## config.mk

```make
export PLATFORM = sky130hd
export DESIGN_NAME = guard_timer
export DESIGN_NICKNAME = d
export VERILOG_FILES = /design/src/rtl/gtm_pkg.sv /design/src/rtl/gtm_regs.sv /design/src/rtl/gtm_divider.sv /design/src/rtl/gtm_counter.sv /design/src/rtl/gtm_rstpulse.sv /design/src/rtl/guard_timer.sv
export SDC_FILE = /design/constraint.sdc
export NUM_CORES = 1
export LEC_CHECK = 0
export BUFFER_PORTS_ARGS = -buffer_cell sky130_fd_sc_hd__clkbuf_2
export CAP_MARGIN = 5
export CORE_ASPECT_RATIO = 0.75
export CORE_MARGIN = 2
export CORE_UTILIZATION = 39
export DETAILED_ROUTE_END_ITERATION = 10
export GPL_ROUTABILITY_DRIVEN = 0
export HOLD_SLACK_MARGIN = 0.15
export PLACE_DENSITY = 0.64
export SYNTH_ARGS = -nofsm -noshare
export SYNTH_HDL_FRONTEND = slang
export SYNTH_SLANG_ARGS = --single-unit
```

## constraint.sdc

```tcl
create_clock -name clk -period 3.9 [get_ports clk]
set_input_delay 0 -clock clk [delete_from_list [all_inputs] [get_ports clk]]
set_output_delay 0 -clock clk [all_outputs]
set_load 0.01 [all_outputs]
```

## src/rtl/gtm_pkg.sv

```systemverilog
package gtm_pkg;

    localparam int DATA_W      = 16;
    localparam int PRESCALE_W  = 8;
    localparam int PULSE_LEN   = 128;

    typedef enum logic [1:0] {
        ADDR_CTRL   = 2'd0,
        ADDR_RELOAD = 2'd1,
        ADDR_COUNT  = 2'd2,
        ADDR_NONE   = 2'd3
    } reg_addr_e;

    typedef struct packed {
        logic [PRESCALE_W-1:0] prescale;
        logic [2:0]            spare;
        logic [1:0]            div_sel;
        logic                  rst_en;
        logic                  irq_en;
        logic                  run;
    } ctrl_t;

    localparam ctrl_t CTRL_RESET = '{prescale: '0, spare: '0, div_sel: 2'd0,
                                     rst_en: 1'b1, irq_en: 1'b0, run: 1'b1};
    localparam logic [DATA_W-1:0] COUNT_RESET = 16'h8000;

    function automatic logic [7:0] div_factor(input logic [1:0] sel);
        return 8'd16 << sel;
    endfunction

endpackage

```

## src/rtl/gtm_regs.sv

```systemverilog
module gtm_regs
    import gtm_pkg::*;
#(
    parameter int W = DATA_W
) (
    input  logic         clk,
    input  logic         rst,
    input  logic         bus_wr,
    input  logic [1:0]   bus_addr,
    input  logic [W-1:0] bus_wdata,
    input  logic [W-1:0] count,
    output logic [W-1:0] bus_rdata,
    output ctrl_t        ctrl,
    output logic [W-1:0] reload,
    output logic         count_load
);

    reg_addr_e addr;
    assign addr = reg_addr_e'(bus_addr);

    always_ff @(posedge clk) begin
        if (rst) begin
            ctrl   <= CTRL_RESET;
            reload <= COUNT_RESET;
        end else if (bus_wr) begin
            if (addr == ADDR_CTRL) begin
                ctrl       <= ctrl_t'(bus_wdata);
                ctrl.spare <= '0;
            end
            if (addr == ADDR_RELOAD) begin
                reload <= bus_wdata;
            end
        end
    end

    assign count_load = bus_wr && (addr == ADDR_COUNT);

    always_comb begin
        case (addr)
            ADDR_CTRL:   bus_rdata = W'(ctrl);
            ADDR_RELOAD: bus_rdata = reload;
            ADDR_COUNT:  bus_rdata = count;
            default:     bus_rdata = '0;
        endcase
    end

    AST_SPARE_ZERO: assert property (@(posedge clk) disable iff (rst)
        bus_wr && addr == ADDR_CTRL |=> ctrl.spare == 3'd0);

endmodule

```

## src/rtl/gtm_divider.sv

```systemverilog
module gtm_divider
    import gtm_pkg::*;
#(
    parameter int PW = PRESCALE_W
) (
    input  logic          clk,
    input  logic          rst,
    input  logic          run,
    input  logic          clear,
    input  logic [PW-1:0] prescale,
    input  logic [1:0]    div_sel,
    output logic          tick
);

    logic [PW-1:0] pre_cnt;
    logic [7:0]    stg_cnt;
    logic [7:0]    stg_top;
    logic          pre_last;
    logic          stg_last;

    assign stg_top  = 8'(div_factor(div_sel) - 8'd1);
    assign pre_last = pre_cnt >= prescale;
    assign stg_last = stg_cnt >= stg_top;
    assign tick     = run && !clear && pre_last && stg_last;

    always_ff @(posedge clk) begin
        if (rst || clear) begin
            pre_cnt <= '0;
            stg_cnt <= '0;
        end else if (run) begin
            if (pre_last) begin
                pre_cnt <= '0;
                stg_cnt <= stg_last ? 8'd0 : 8'(stg_cnt + 8'd1);
            end else begin
                pre_cnt <= PW'(pre_cnt + 1'b1);
            end
        end
    end

    AST_TICK_GAP: assert property (@(posedge clk) disable iff (rst)
        tick |=> !tick);

    AST_HOLD_STOPPED: assert property (@(posedge clk) disable iff (rst)
        !run && !clear |=> $stable(pre_cnt) && $stable(stg_cnt));

endmodule

```

## src/rtl/gtm_counter.sv

```systemverilog
module gtm_counter
    import gtm_pkg::*;
#(
    parameter int W = DATA_W,
    parameter logic [W-1:0] INIT = COUNT_RESET
) (
    input  logic         clk,
    input  logic         rst,
    input  logic         run,
    input  logic         tick,
    input  logic         load,
    input  logic [W-1:0] load_val,
    input  logic [W-1:0] reload,
    output logic [W-1:0] count,
    output logic         fire
);

    assign fire = tick && !load && (count <= W'(1));

    always_ff @(posedge clk) begin
        if (rst) begin
            count <= INIT;
        end else if (load) begin
            count <= load_val;
        end else if (fire) begin
            count <= reload;
        end else if (tick) begin
            count <= W'(count - 1'b1);
        end
    end

    AST_STEP_ONE: assert property (@(posedge clk) disable iff (rst)
        tick && !load && count > W'(1) |=> count == W'($past(count) - 1'b1));

    AST_FROZEN: assert property (@(posedge clk) disable iff (rst)
        !run && !load |=> $stable(count));

    AST_LOAD_NOW: assert property (@(posedge clk) disable iff (rst)
        load |=> count == $past(load_val));

    AST_RELOAD_ON_FIRE: assert property (@(posedge clk) disable iff (rst)
        fire |=> count == $past(reload));

endmodule

```

## src/rtl/gtm_rstpulse.sv

```systemverilog
module gtm_rstpulse
    import gtm_pkg::*;
#(
    parameter int LEN = PULSE_LEN
) (
    input  logic clk,
    input  logic rst,
    input  logic fire,
    input  logic enable,
    output logic pulse
);

    localparam int RW = $clog2(LEN + 1);

    logic [RW-1:0] remain;

    always_ff @(posedge clk) begin
        if (rst) begin
            remain <= '0;
        end else if (remain != '0) begin
            remain <= RW'(remain - 1'b1);
        end else if (fire && enable) begin
            remain <= RW'(LEN);
        end
    end

    assign pulse = remain != '0;

    logic [RW:0] high_len;
    always_ff @(posedge clk) begin
        if (rst)        high_len <= '0;
        else if (pulse) high_len <= (RW+1)'(high_len + 1'b1);
        else            high_len <= '0;
    end

    AST_PULSE_LEN: assert property (@(posedge clk) disable iff (rst)
        $fell(pulse) |-> high_len == (RW+1)'(LEN));

    AST_PULSE_CAUSE: assert property (@(posedge clk) disable iff (rst)
        $rose(pulse) |-> $past(fire && enable));

    AST_NO_EXTEND: assert property (@(posedge clk) disable iff (rst)
        high_len >= (RW+1)'(LEN) |-> !pulse);

endmodule

```

## src/rtl/guard_timer.sv

```systemverilog
module guard_timer
    import gtm_pkg::*;
#(
    parameter int W      = DATA_W,
    parameter int PW     = PRESCALE_W,
    parameter int RSTLEN = PULSE_LEN
) (
    input  logic         clk,
    input  logic         rst,
    input  logic         bus_wr,
    input  logic [1:0]   bus_addr,
    input  logic [W-1:0] bus_wdata,
    output logic [W-1:0] bus_rdata,
    output logic         irq_o,
    output logic         sys_rst_o
);

    ctrl_t        ctrl;
    logic [W-1:0] reload;
    logic [W-1:0] count;
    logic         count_load;
    logic         tick;
    logic         fire;

    gtm_regs #(.W(W)) u_regs (
        .clk        (clk),
        .rst        (rst),
        .bus_wr     (bus_wr),
        .bus_addr   (bus_addr),
        .bus_wdata  (bus_wdata),
        .count      (count),
        .bus_rdata  (bus_rdata),
        .ctrl       (ctrl),
        .reload     (reload),
        .count_load (count_load)
    );

    gtm_divider #(.PW(PW)) u_div (
        .clk      (clk),
        .rst      (rst),
        .run      (ctrl.run),
        .clear    (count_load),
        .prescale (ctrl.prescale),
        .div_sel  (ctrl.div_sel),
        .tick     (tick)
    );

    gtm_counter #(.W(W), .INIT(W'(COUNT_RESET))) u_cnt (
        .clk      (clk),
        .rst      (rst),
        .run      (ctrl.run),
        .tick     (tick),
        .load     (count_load),
        .load_val (bus_wdata),
        .reload   (reload),
        .count    (count),
        .fire     (fire)
    );

    gtm_rstpulse #(.LEN(RSTLEN)) u_pulse (
        .clk    (clk),
        .rst    (rst),
        .fire   (fire),
        .enable (ctrl.rst_en),
        .pulse  (sys_rst_o)
    );

    always_ff @(posedge clk) begin
        if (rst) irq_o <= 1'b0;
        else     irq_o <= fire && ctrl.irq_en;
    end

    AST_IRQ_SINGLE: assert property (@(posedge clk) disable iff (rst)
        irq_o |=> !irq_o);

    AST_TIMER_ONLY: assert property (@(posedge clk) disable iff (rst)
        !ctrl.rst_en && !sys_rst_o |=> !sys_rst_o);

    AST_IRQ_NEEDS_EN: assert property (@(posedge clk) disable iff (rst)
        !ctrl.irq_en |=> !irq_o);

endmodule

```

Word-level counts from Yosys, hierarchy flattened
Index checks and enable logic that the tools add are counted.
- add/subtract/negate cells: 5
- order comparisons: 3
- equality and inequality tests: 2
- shift-type cells: 1
- mux-type cells: 8
- reduce and logical (&&, ||, !) cells: 17
- operators by type and width (kind ; number):
    2-to-1 mux 16 bit ; 3
    case mux 16 bit (3 select lines) ; 1
    2-to-1 mux 8 bit ; 4
    adder 8 x 1 -> 8 bit (second input constant) ; 2
    >= comparator 8 bit ; 2
    <= comparator 16 x 1 -> 1 bit (second input constant) ; 1
    subtractor 16 x 1 -> 16 bit (second input constant) ; 1
    subtractor 8 x 1 -> 8 bit (second input constant) ; 2
    logical AND 1 bit ; 8
    nonzero test 8 bit ; 1
    << shifter 5 x 2 -> 8 bit (first input constant) ; 1
    AND reduction 2 bit ; 3
    nonzero test 3 bit ; 1
    == test 2 x 1 -> 1 bit (second input constant) ; 1
    == test 2 bit (second input constant) ; 1
    zero test 2 bit ; 1
    nonzero test 2 bit ; 1
    zero test 1 bit ; 1
    logical OR 1 bit ; 1
- flip-flop bits (word level): 70
- input port bits: 21
- logic and storage cells: 47

Logic depth before layout (Yosys ltp)
Gate-level depths: netlist (run 1).
- word-level depth: 11
- gate-level depth with buffers: 10

Cells and area by module
Synthesis (run 1) repeated with hierarchy kept, for this count alone.
- cell total of the unflattened synthesis: 491
- area total of the unflattened synthesis: 4366.7 um^2
- by module, submodules not included (module ; instances ; cells an instance ; area an instance (um^2) ; sequential area each (um^2)):
    gtm_regs ; 1 ; 159 ; 1587.8 ; 580.6
    gtm_counter ; 1 ; 155 ; 1237.4 ; 320.3
    gtm_divider ; 1 ; 128 ; 1061.0 ; 320.3
    gtm_rstpulse ; 1 ; 47 ; 451.7 ; 160.2
    guard_timer ; 1 ; 2 ; 28.8 ; 20.0

Worst setup path before layout (run 1)
OpenSTA, ideal clock, no wires.
- kind: register to register
- from: register u_regs.ctrl[9] (netlist name)
- to: register u_cnt.count[11]
- arrival: 2.448 ns
- data required time: 3.767 ns
- path slack: 1.319 ns
- stages on the path, launching flop included: 11
- buffers on the path: 2
- period minus slack after synthesis: 2.581 ns
- cell sequence: dfxtp_1 -> inv_1 -> ha_1 -> nor2b_1 -> o211a_1 -> o31ai_2 -> clkbuf_1 -> a21oi_1 -> clkbuf_1 -> nand2_1 -> o22ai_1
- cells in the longest elaborated chain, start to end: 7
- RTL lines (what ; line ; RTL):
    >= comparator 8 bit (*) ; gtm_divider.sv:22 ; assign pre_last = pre_cnt >= prescale;
    logical AND 1 bit (*) (2 in a row) ; gtm_divider.sv:24 ; assign tick = run && !clear && pre_last && stg_last;
    logical AND 1 bit (2 in a row) ; gtm_counter.sv:18 ; assign fire = tick && !load && (count <= W'(1));
    2-to-1 mux 16 bit ; gtm_counter.sv:25 ; end else if (fire) begin
    2-to-1 mux 16 bit ; gtm_counter.sv:23 ; end else if (load) begin
    to (signal assigned) ; gtm_counter.sv:24 ; count <= load_val;
    to (signal assigned) ; gtm_counter.sv:26 ; count <= reload;
    to (signal assigned) ; gtm_counter.sv:28 ; count <= W'(count - 1'b1);
    to (decl) ; gtm_counter.sv:14 ; output logic [W-1:0] count,
Every way passes the cells marked *; elsewhere a longest branch is shown, timed or not.
A chain may end at the register's enable or synchronous reset.

Final worst setup path (run 1)
- from: register u_regs.ctrl[15] (netlist name)
- to: register u_cnt.count[15]
- cells in the longest elaborated chain, start to end: 7
- RTL lines (what ; line):
    >= comparator 8 bit (*) ; gtm_divider.sv:22
    logical AND 1 bit (*) (2 in a row) ; gtm_divider.sv:24
    logical AND 1 bit (2 in a row) ; gtm_counter.sv:18
    2-to-1 mux 16 bit ; gtm_counter.sv:25
    2-to-1 mux 16 bit ; gtm_counter.sv:23
Marks and branches as above.

==> results of run 1 <==
==> worst max-delay path, delay by kind of cell, from the launching register on <==
kind / cells / cell delay [ps]
AOI/OAI and AO/OA: 3 / 1150
adders and majority gates: 1 / 290
buffers and inverters: 1 / 60
DFF: 1 / 370
and+or+nand+nor: 3 / 840
==> synthesized netlist by cell type (all sizes together), types with 4 or more instances <==
master | instances | area [µm²]
nor2 | 37 | 141
a2111oi | 6 | 90.1
xnor2 | 13 | 114
o22ai | 9 | 56.3
nand3 | 7 | 35.0
nand4 | 4 | 25.0
or4 | 4 | 33.8
o21ai | 24 | 120
and2 | 4 | 25.0
a2bb2oi | 7 | 61.3
mux2i | 22 | 220
dfxtp | 70 | 1400
a21oi | 39 | 195
inv | 23 | 86.3
xor2 | 12 | 105
clkbuf | 23 | 86.3
nand2 | 112 | 428
nor2b | 4 | 25.0
nor3 | 8 | 40.0
a211oi | 9 | 67.6
ha | 17 | 213
nand3b | 5 | 37.5
==> power breakdown <==
part           switching, mW  total, mW  leakage (nW)  internal (mW)
sequential            0.0568      0.828         0.570          0.771
clock                  0.307       1.01         0.179          0.705
combinational          0.254      0.442          1.14          0.188
total                  0.618       2.28          1.89           1.66
==> logic make-up after synthesis <==
| group | count (synthesis) | share of synthesized area |
|---|---|---|
| other | 1 | 0.000946 |
| adders and majority gates | 17 | 0.0537 |
| muxes | 23 | 0.0593 |
| xor gates and xnor gates | 25 | 0.0552 |
| DFF | 70 | 0.354 |
| AOI/OAI and AO/OA | 115 | 0.196 |
| buffers and inverters | 49 | 0.0467 |
| and+or+nand+nor | 202 | 0.234 |
==> placed cells by master (no fill, tap or decap), types with 3 or more instances in the layout <==
cell,netlist,routed
sky130_fd_sc_hd__nand2_1,111,111
sky130_fd_sc_hd__dfxtp_1,70,70
sky130_fd_sc_hd__a21oi_1,39,39
sky130_fd_sc_hd__clkbuf_2,0,38
sky130_fd_sc_hd__nor2_1,36,36
sky130_fd_sc_hd__inv_1,22,22
sky130_fd_sc_hd__mux2i_1,22,22
sky130_fd_sc_hd__o21ai_0,20,20
sky130_fd_sc_hd__ha_1,17,17
sky130_fd_sc_hd__dlygate4sd3_1,0,16
sky130_fd_sc_hd__xnor2_1,13,13
sky130_fd_sc_hd__xor2_1,12,12
sky130_fd_sc_hd__a211oi_1,9,9
sky130_fd_sc_hd__o22ai_1,9,9
sky130_fd_sc_hd__clkbuf_16,0,9
sky130_fd_sc_hd__nor3_1,8,8
sky130_fd_sc_hd__nand3_1,7,7
sky130_fd_sc_hd__a2bb2oi_1,7,7
sky130_fd_sc_hd__nand3b_1,5,5
sky130_fd_sc_hd__buf_4,0,5
sky130_fd_sc_hd__nor2b_1,4,4
sky130_fd_sc_hd__nand4_1,4,4
sky130_fd_sc_hd__o21ai_1,4,4
sky130_fd_sc_hd__and2_1,4,4
sky130_fd_sc_hd__a2111oi_0,4,4
sky130_fd_sc_hd__bufinv_16,0,4
sky130_fd_sc_hd__a22o_1,3,3
sky130_fd_sc_hd__or4_1,3,3
sky130_fd_sc_hd__nand2b_1,3,3
==> registers in the layout, indices dropped and copies added, names as in the netlist <==
signal and count:
u_pulse.remain 8, irq_o 1, u_regs.ctrl 13, u_div.stg_cnt 8
u_regs.reload 16, u_div.pre_cnt 8, u_cnt.count 16
==> per-stage QoR <==
| step | std cells | cell area [µm²] |
|---|---|---|
| floorplan | 502 | 3960 |
| finish | 683 | 4790 |
| global route | 683 | 4790 |
| CTS | 683 | 4790 |
| detailed placement | 651 | 4260 |
| global placement | 651 | 4260 |
==> final cells by class <==
cell class                 count  area [µm²]  area share
clock buffer                  10         239      0.0499
clock inverter                 6         133      0.0277
inverter                      23        86.3      0.0180
multi-input combinational    383        2380       0.496
sequential                    70        1400       0.293
tap                          132         165      0.0345
timing repair buffer          59         388      0.0810
==> metal layers <==
| metal | GRT usage | part of all wire |
|---|---|---|
| met5 | 0 | 0 |
| met4 | 0.0484 | 0.0098 |
| met2 | 0.314 | 0.43 |
| met3 | 0.0597 | 0.076 |
| met1 | 0.308 | 0.49 |
==> final timing paths <==
kind	endpoint	slack (ps)	depth (start not counted)
setup / recovery	u_cnt.count[15]	1080	8
hold / removal	u_pulse.remain[5]	230	3
setup reg to reg	u_cnt.count[15]	1080	8
hold reg to reg	u_regs.ctrl[14]	470	2
==> timing repair <==
action | CTS | global route
hold endpoints to repair | 44 | 0
buffers inserted | 0 | 0
hold buffers | 16 | 0
==> impl_metrics.xml, run 1 <==
<?xml version="1.0" encoding="UTF-8"?>
<metrics>
  <group name="status">
    <metric name="status" unit="">finished, final reports clean</metric>
  </group>
  <group name="setup_path">
    <metric name="cp_data_required_time" unit="ps">4130</metric>
    <metric name="path_cells" unit="">inv_1, ha_1, nand2_1, o21ai_0, nand2_1, a21oi_1, nand2_1, o22a_1</metric>
    <metric name="critPathKind" unit="">reg -&gt; reg</metric>
    <metric name="slowest_delay" unit="ps">680</metric>
    <metric name="crit_fanout" unit="">12</metric>
    <metric name="critical_path_arrival" unit="ps">3050</metric>
    <metric name="cp_slowest_cell" unit="">sky130_fd_sc_hd__a21oi_1</metric>
    <metric name="worstReg2RegStart" unit="">u_regs.ctrl[15]</metric>
    <metric name="cp-end-kind" unit="">register</metric>
    <metric name="worst_setup_path_startpoint" unit="">u_regs.ctrl[15]</metric>
    <metric name="startpoint_type" unit="">register</metric>
    <metric name="timing.critical_path.mode_cell" unit="">sky130_fd_sc_hd__nand2_1</metric>
  </group>
  <group name="place">
    <metric name="numPortBuffers" unit="">38</metric>
    <metric name="dp.final_hpwl" unit="µm">7720</metric>
    <metric name="place_worst_setup_slack" unit="ps">1110</metric>
  </group>
  <group name="clocking">
    <metric name="cts_tree" unit="">built</metric>
    <metric name="clkSinkCount" unit="">70</metric>
    <metric name="cts.clk_slew.worst_paths" unit="ps">60</metric>
    <metric name="clockRootBuffer" unit="">sky130_fd_sc_hd__clkbuf_16</metric>
    <metric name="num_cts_buffers" unit="">9</metric>
    <metric name="cts.repair.resized" unit="">0</metric>
    <metric name="cts-htree-levels" unit="">3</metric>
    <metric name="max-clock-path-buffers" unit="">2</metric>
    <metric name="insertion_delay" unit="ps">330</metric>
  </group>
  <group name="timing">
    <metric name="setup_viol" unit="">0</metric>
    <metric name="maxClockFrequency" unit="MHz">355</metric>
    <metric name="timing.final.crit_share" unit="">0.723</metric>
    <metric name="timing_max_transition_violations_final" unit="">0</metric>
    <metric name="aggregate_negative_setup_slack" unit="ps">0</metric>
    <metric name="rsz0062_at_grt" unit="">false</metric>
    <metric name="timing.final.hold_violations" unit="">0</metric>
    <metric name="min_period" unit="ps">2820</metric>
    <metric name="tightest_slew" unit="ps">943</metric>
    <metric name="worst_clock_skew" unit="ps">5.15</metric>
    <metric name="fin_ws" unit="ps">1080</metric>
    <metric name="timing.hold.ws" unit="ps">233</metric>
    <metric name="slew_headroom" unit="">0.367</metric>
  </group>
  <group name="detailed_routing">
    <metric name="wl_per_cell" unit="µm">16.2</metric>
    <metric name="drcViolationCount" unit="">0</metric>
    <metric name="drt_iter0_drc" unit="">210</metric>
    <metric name="drt-vias-per-instance" unit="">5.37</metric>
    <metric name="finalWirelength" unit="µm">11100</metric>
    <metric name="num_vias" unit="">3670</metric>
    <metric name="dr.pass1.iters" unit="">5</metric>
    <metric name="drtAntennaViolNets" unit="">0</metric>
  </group>
  <group name="yosys">
    <metric name="synth_async_sr_flop_share" unit="">0</metric>
    <metric name="netlist_area" unit="µm²">3960</metric>
    <metric name="post_synthesis_cells" unit="">502</metric>
    <metric name="synth_seq_cells" unit="">70</metric>
    <metric name="synth.yosys.warnings" unit="">0</metric>
    <metric name="synth.lib_cells_used.distinct" unit="">58</metric>
    <metric name="synth-edff-count" unit="">0</metric>
    <metric name="synthFlopType" unit="">sky130_fd_sc_hd__dfxtp_1</metric>
    <metric name="synthesis.nets" unit="">540</metric>
    <metric name="mean_instance_size_in_the_synthesized_netlist" unit="µm²">7.90</metric>
    <metric name="seq_area_frac_synth" unit="">0.354</metric>
  </group>
  <group name="power">
    <metric name="fin_total_pwr" unit="mW">2.28</metric>
    <metric name="worst_ir_drop_vdd" unit="mV">0.195</metric>
    <metric name="leakage" unit="nW">1.89</metric>
    <metric name="pwr_density_cell" unit="nW/µm²">477</metric>
  </group>
  <group name="layout">
    <metric name="layout.nets" unit="">584</metric>
    <metric name="utilization" unit="">0.490</metric>
    <metric name="drive_gt1_frac" unit="">0.127</metric>
    <metric name="area_growth" unit="%">20.8</metric>
    <metric name="antennaDiodeCount" unit="">0</metric>
    <metric name="fillerInstances" unit="">976</metric>
  </group>
  <group name="global_routing">
    <metric name="grt_max_degree" unit="">56</metric>
    <metric name="grt_pass1_vias" unit="">3539</metric>
    <metric name="grt_pass1_wl" unit="µm">18400</metric>
    <metric name="grt.overflow.total" unit="">0</metric>
    <metric name="grt.total_usage" unit="">0.213</metric>
    <metric name="antenna_found_initial" unit="">0</metric>
  </group>
  <group name="floorplanning">
    <metric name="floorplan.core_area" unit="µm²">9770</metric>
    <metric name="initial_utilization" unit="">0.406</metric>
    <metric name="die_w" unit="µm">120</metric>
    <metric name="placement_rows" unit="">31</metric>
    <metric name="die_area" unit="µm²">11000</metric>
    <metric name="io_pins" unit="">39</metric>
    <metric name="chipHeight" unit="µm">91.3</metric>
  </group>
  <group name="hold_path">
    <metric name="holdCritStartpoint" unit="">rst</metric>
    <metric name="worstHoldPathType" unit="">in -&gt; reg</metric>
  </group>
  <group name="flow_run">
    <metric name="cap_viol_max_count" unit="">0</metric>
  </group>
</metrics>
Note: power is estimated with default switching activity, not from simulation.
==> inputs of run 2 (changes only) <==
==> constraint.sdc (replaced) <==
create_clock -name clk -period 2.7 [get_ports clk]
set_input_delay 0 -clock clk [delete_from_list [all_inputs] [get_ports clk]]
set_output_delay 0 -clock clk [all_outputs]
set_load 0.01 [all_outputs]
==> impl_metrics.xml, run 2 (synthesis gave the netlist of run 1 again) <==
<?xml version="1.0" encoding="UTF-8"?>
<metrics>
  <group name="detailed_routing">
    <metric name="drt-vias-per-instance" unit="">5.37</metric>
    <metric name="finalWirelength" unit="µm">11200</metric>
    <metric name="num_vias" unit="">3745</metric>
    <metric name="wl_per_cell" unit="µm">16.0</metric>
    <metric name="drcViolationCount" unit="">0</metric>
    <metric name="drtAntennaViolNets" unit="">0</metric>
    <metric name="dr.pass1.iters" unit="">5</metric>
    <metric name="drt_iter0_drc" unit="">173</metric>
  </group>
  <group name="layout">
    <metric name="utilization" unit="">0.500</metric>
    <metric name="drive_gt1_frac" unit="">0.147</metric>
    <metric name="area_growth" unit="%">23.2</metric>
    <metric name="post_layout_nonfiller_instances" unit="">698</metric>
    <metric name="layout.nets" unit="">599</metric>
    <metric name="layout_top_registers" unit="">u_cnt.count x16, u_regs.reload x16, u_regs.ctrl x13</metric>
    <metric name="most_used_cells_in_the_layout_excluding_fill_and_tap_cells" unit="">sky130_fd_sc_hd__nand2_1 (111), sky130_fd_sc_hd__dfxtp_1 (70), sky130_fd_sc_hd__a21oi_1 (39), sky130_fd_sc_hd__clkbuf_2 (38), sky130_fd_sc_hd__nor2_1 (36)</metric>
    <metric name="antennaDiodeCount" unit="">0</metric>
    <metric name="most_common_cell_after_layout_fill_and_taps_aside" unit="">sky130_fd_sc_hd__nand2_1</metric>
  </group>
  <group name="clocking">
    <metric name="insertion_delay" unit="ps">340</metric>
    <metric name="cts.clk_slew.worst_paths" unit="ps">60</metric>
    <metric name="clkSinkCount" unit="">70</metric>
    <metric name="max-clock-path-buffers" unit="">2</metric>
    <metric name="clockRootBuffer" unit="">sky130_fd_sc_hd__clkbuf_16</metric>
    <metric name="cts_tree" unit="">built</metric>
    <metric name="cts-htree-levels" unit="">3</metric>
    <metric name="post_cts_buffers" unit="">0</metric>
    <metric name="cts.repair.resized" unit="">0</metric>
    <metric name="num_cts_buffers" unit="">9</metric>
  </group>
  <group name="place">
    <metric name="place_worst_setup_slack" unit="ps">250</metric>
    <metric name="dp.final_hpwl" unit="µm">7850</metric>
    <metric name="placed_cells_incl_taps" unit="">664</metric>
    <metric name="numPortBuffers" unit="">38</metric>
  </group>
  <group name="power">
    <metric name="sequentialPowerShare" unit="">0.369</metric>
    <metric name="combPwrFrac" unit="">0.205</metric>
    <metric name="p_clk_frac" unit="">0.426</metric>
    <metric name="worst_ir_drop_vdd" unit="mV">0.361</metric>
    <metric name="power_switching" unit="µW">921</metric>
    <metric name="switching_share" unit="">0.286</metric>
    <metric name="internal-power" unit="mW">2.30</metric>
    <metric name="leakage" unit="nW">1.94</metric>
    <metric name="pwr_density_cell" unit="nW/µm²">660</metric>
  </group>
  <group name="timing">
    <metric name="tightest_slew" unit="ps">732</metric>
    <metric name="worst_clock_skew" unit="ps">4.08</metric>
    <metric name="setup_viol" unit="">0</metric>
    <metric name="timing.final.hold_violations" unit="">0</metric>
    <metric name="fin_ws" unit="ps">148</metric>
    <metric name="timing.hold.ws" unit="ps">284</metric>
    <metric name="rsz0062_at_grt" unit="">false</metric>
    <metric name="min_period" unit="ps">2550</metric>
    <metric name="aggregate_negative_setup_slack" unit="ps">0</metric>
    <metric name="slew_headroom" unit="">0.509</metric>
    <metric name="timing_max_transition_violations_final" unit="">0</metric>
    <metric name="timing.final.crit_share" unit="">0.945</metric>
    <metric name="maxClockFrequency" unit="MHz">392</metric>
  </group>
  <group name="hold_path">
    <metric name="hold_depth" unit="">4</metric>
    <metric name="holdCritStartpoint" unit="">bus_wr</metric>
    <metric name="hold_path_end" unit="">u_cnt.count[13]</metric>
    <metric name="worstHoldPathType" unit="">in -&gt; reg</metric>
  </group>
  <group name="setup_path">
    <metric name="slowest_delay" unit="ps">470</metric>
    <metric name="cp-end-kind" unit="">register</metric>
    <metric name="timing.critical_path.max_delay_family" unit="">compound AO/OA/AOI/OAI gates</metric>
    <metric name="worstReg2RegStart" unit="">u_div.pre_cnt[1]</metric>
    <metric name="timing.critical_path.mode_cell" unit="">sky130_fd_sc_hd__buf_4</metric>
    <metric name="cp_slowest_cell" unit="">sky130_fd_sc_hd__dfxtp_1</metric>
    <metric name="path_cells" unit="">ha_1, nor2b_1, o211a_1, o31ai_2, buf_4, a211oi_1, buf_4, a2111oi_0</metric>
    <metric name="cp_data_required_time" unit="ps">2900</metric>
    <metric name="critPathKind" unit="">reg -&gt; reg</metric>
    <metric name="r2r_end" unit="">u_cnt.count[9]</metric>
    <metric name="critical_path_arrival" unit="ps">2750</metric>
    <metric name="cp_num_buf_inv" unit="">2</metric>
    <metric name="crit_fanout" unit="">11</metric>
    <metric name="timing.reg2reg.setup_slack" unit="ps">150</metric>
    <metric name="worstRegToRegCells" unit="">8</metric>
    <metric name="startpoint_type" unit="">register</metric>
  </group>
  <group name="global_routing">
    <metric name="grt_pass1_wl" unit="µm">18500</metric>
    <metric name="antenna_found_initial" unit="">0</metric>
    <metric name="grt.overflow.total" unit="">0</metric>
    <metric name="grt_max_degree" unit="">43</metric>
    <metric name="grt_pass1_vias" unit="">3632</metric>
    <metric name="grt.total_usage" unit="">0.215</metric>
  </group>
  <group name="status">
    <metric name="status" unit="">finished, final reports clean</metric>
  </group>
  <group name="floorplanning">
    <metric name="die_w" unit="µm">120</metric>
    <metric name="initial_utilization" unit="">0.406</metric>
    <metric name="io_pins" unit="">39</metric>
    <metric name="die_area" unit="µm²">11000</metric>
    <metric name="chipHeight" unit="µm">91.3</metric>
    <metric name="floorplan.core_area" unit="µm²">9770</metric>
    <metric name="placement_rows" unit="">31</metric>
  </group>
  <group name="flow_run">
    <metric name="cap_viol_max_count" unit="">0</metric>
  </group>
</metrics>
-- run 2: cell count changes in the layout (fill, tap and decap cells not counted), sizes merged --
cell / previous run / this run
bufinv: 4 / 3
buf: 5 / 18
dlygate4sd3: 16 / 18
clkinv: 1 / 2
clkbuf: 48 / 47
clkinvlp: 1 / 2
-- run 2: area by class of cell --
| type | instances | area, µm² |
|---|---|---|
| fillers | 951 | 4890 |
| multi-input cells | 383 | 2380 |
| flip-flops and latches | 70 | 1400 |
| repair buffers | 74 | 505 |
| clock buffers | 9 | 225 |
| well taps | 132 | 165 |
| clock inverters | 7 | 123 |
| inverters | 23 | 86.3 |
-- run 2: worst max path at each step --
stage / from / to / slack (ps) / cells after the start
3_3_place_gp: u_div.pre_cnt[1] / u_cnt.count[0] / 320 / 8
4_1_cts: u_div.pre_cnt[1] / u_cnt.count[9] / 150 / 8
2_1_floorplan: u_regs.ctrl[9] / u_cnt.count[11] / 120 / 10
6_report: u_div.pre_cnt[1] / u_cnt.count[9] / 150 / 8
5_1_grt: u_regs.ctrl[4] / u_cnt.count[10] / 40 / 9
3_5_place_dp: u_div.pre_cnt[1] / u_cnt.count[4] / 250 / 8
-- run 2: timing repair --
item,4_1_cts,5_1_grt
setup endpoints to repair,0,0
hold buffers,18,0
endpoints found under the hold margin,53,0
-- run 2: metal layers --
metal,routed length [µm],part of all wire,global-route usage,up-vias
met3,626,0.056,0.0465,11
met4,154,0.014,0.0736,0
li1,-,-,-,1871
met1,5500,0.49,0.299,1749
met2,4920,0.44,0.329,114
met5,0,0,0,-
-- run 2: worst reg2reg max path: cells and delay by family (launching register included) --
| kind | cells | cell delay [ps] |
|---|---|---|
| AOI/OAI and AO/OA | 4 | 1070 |
| DFF | 1 | 470 |
| buffers and inverters | 2 | 450 |
| adders and majority gates | 1 | 290 |
| and+or+nand+nor | 1 | 130 |
-- run 2: power groups by stage --
stage | Sequential [mW] | Clock (mW) | Combinational [mW]
floorplan | 1.19 | 0 | 0.480
global placement | 1.20 | 0 | 0.619
detailed placement | 1.21 | 0 | 0.637
CTS | 1.19 | 1.40 | 0.662
global route | 1.20 | 1.44 | 0.743
finish | 1.19 | 1.37 | 0.660
-- run 2: through the flow --
step	total power [mW]	area, µm²
detailed placement	1.85	4360
global route	3.38	4880
floorplan	1.67	3960
global placement	1.82	4360
finish	3.22	4880
CTS	3.25	4880
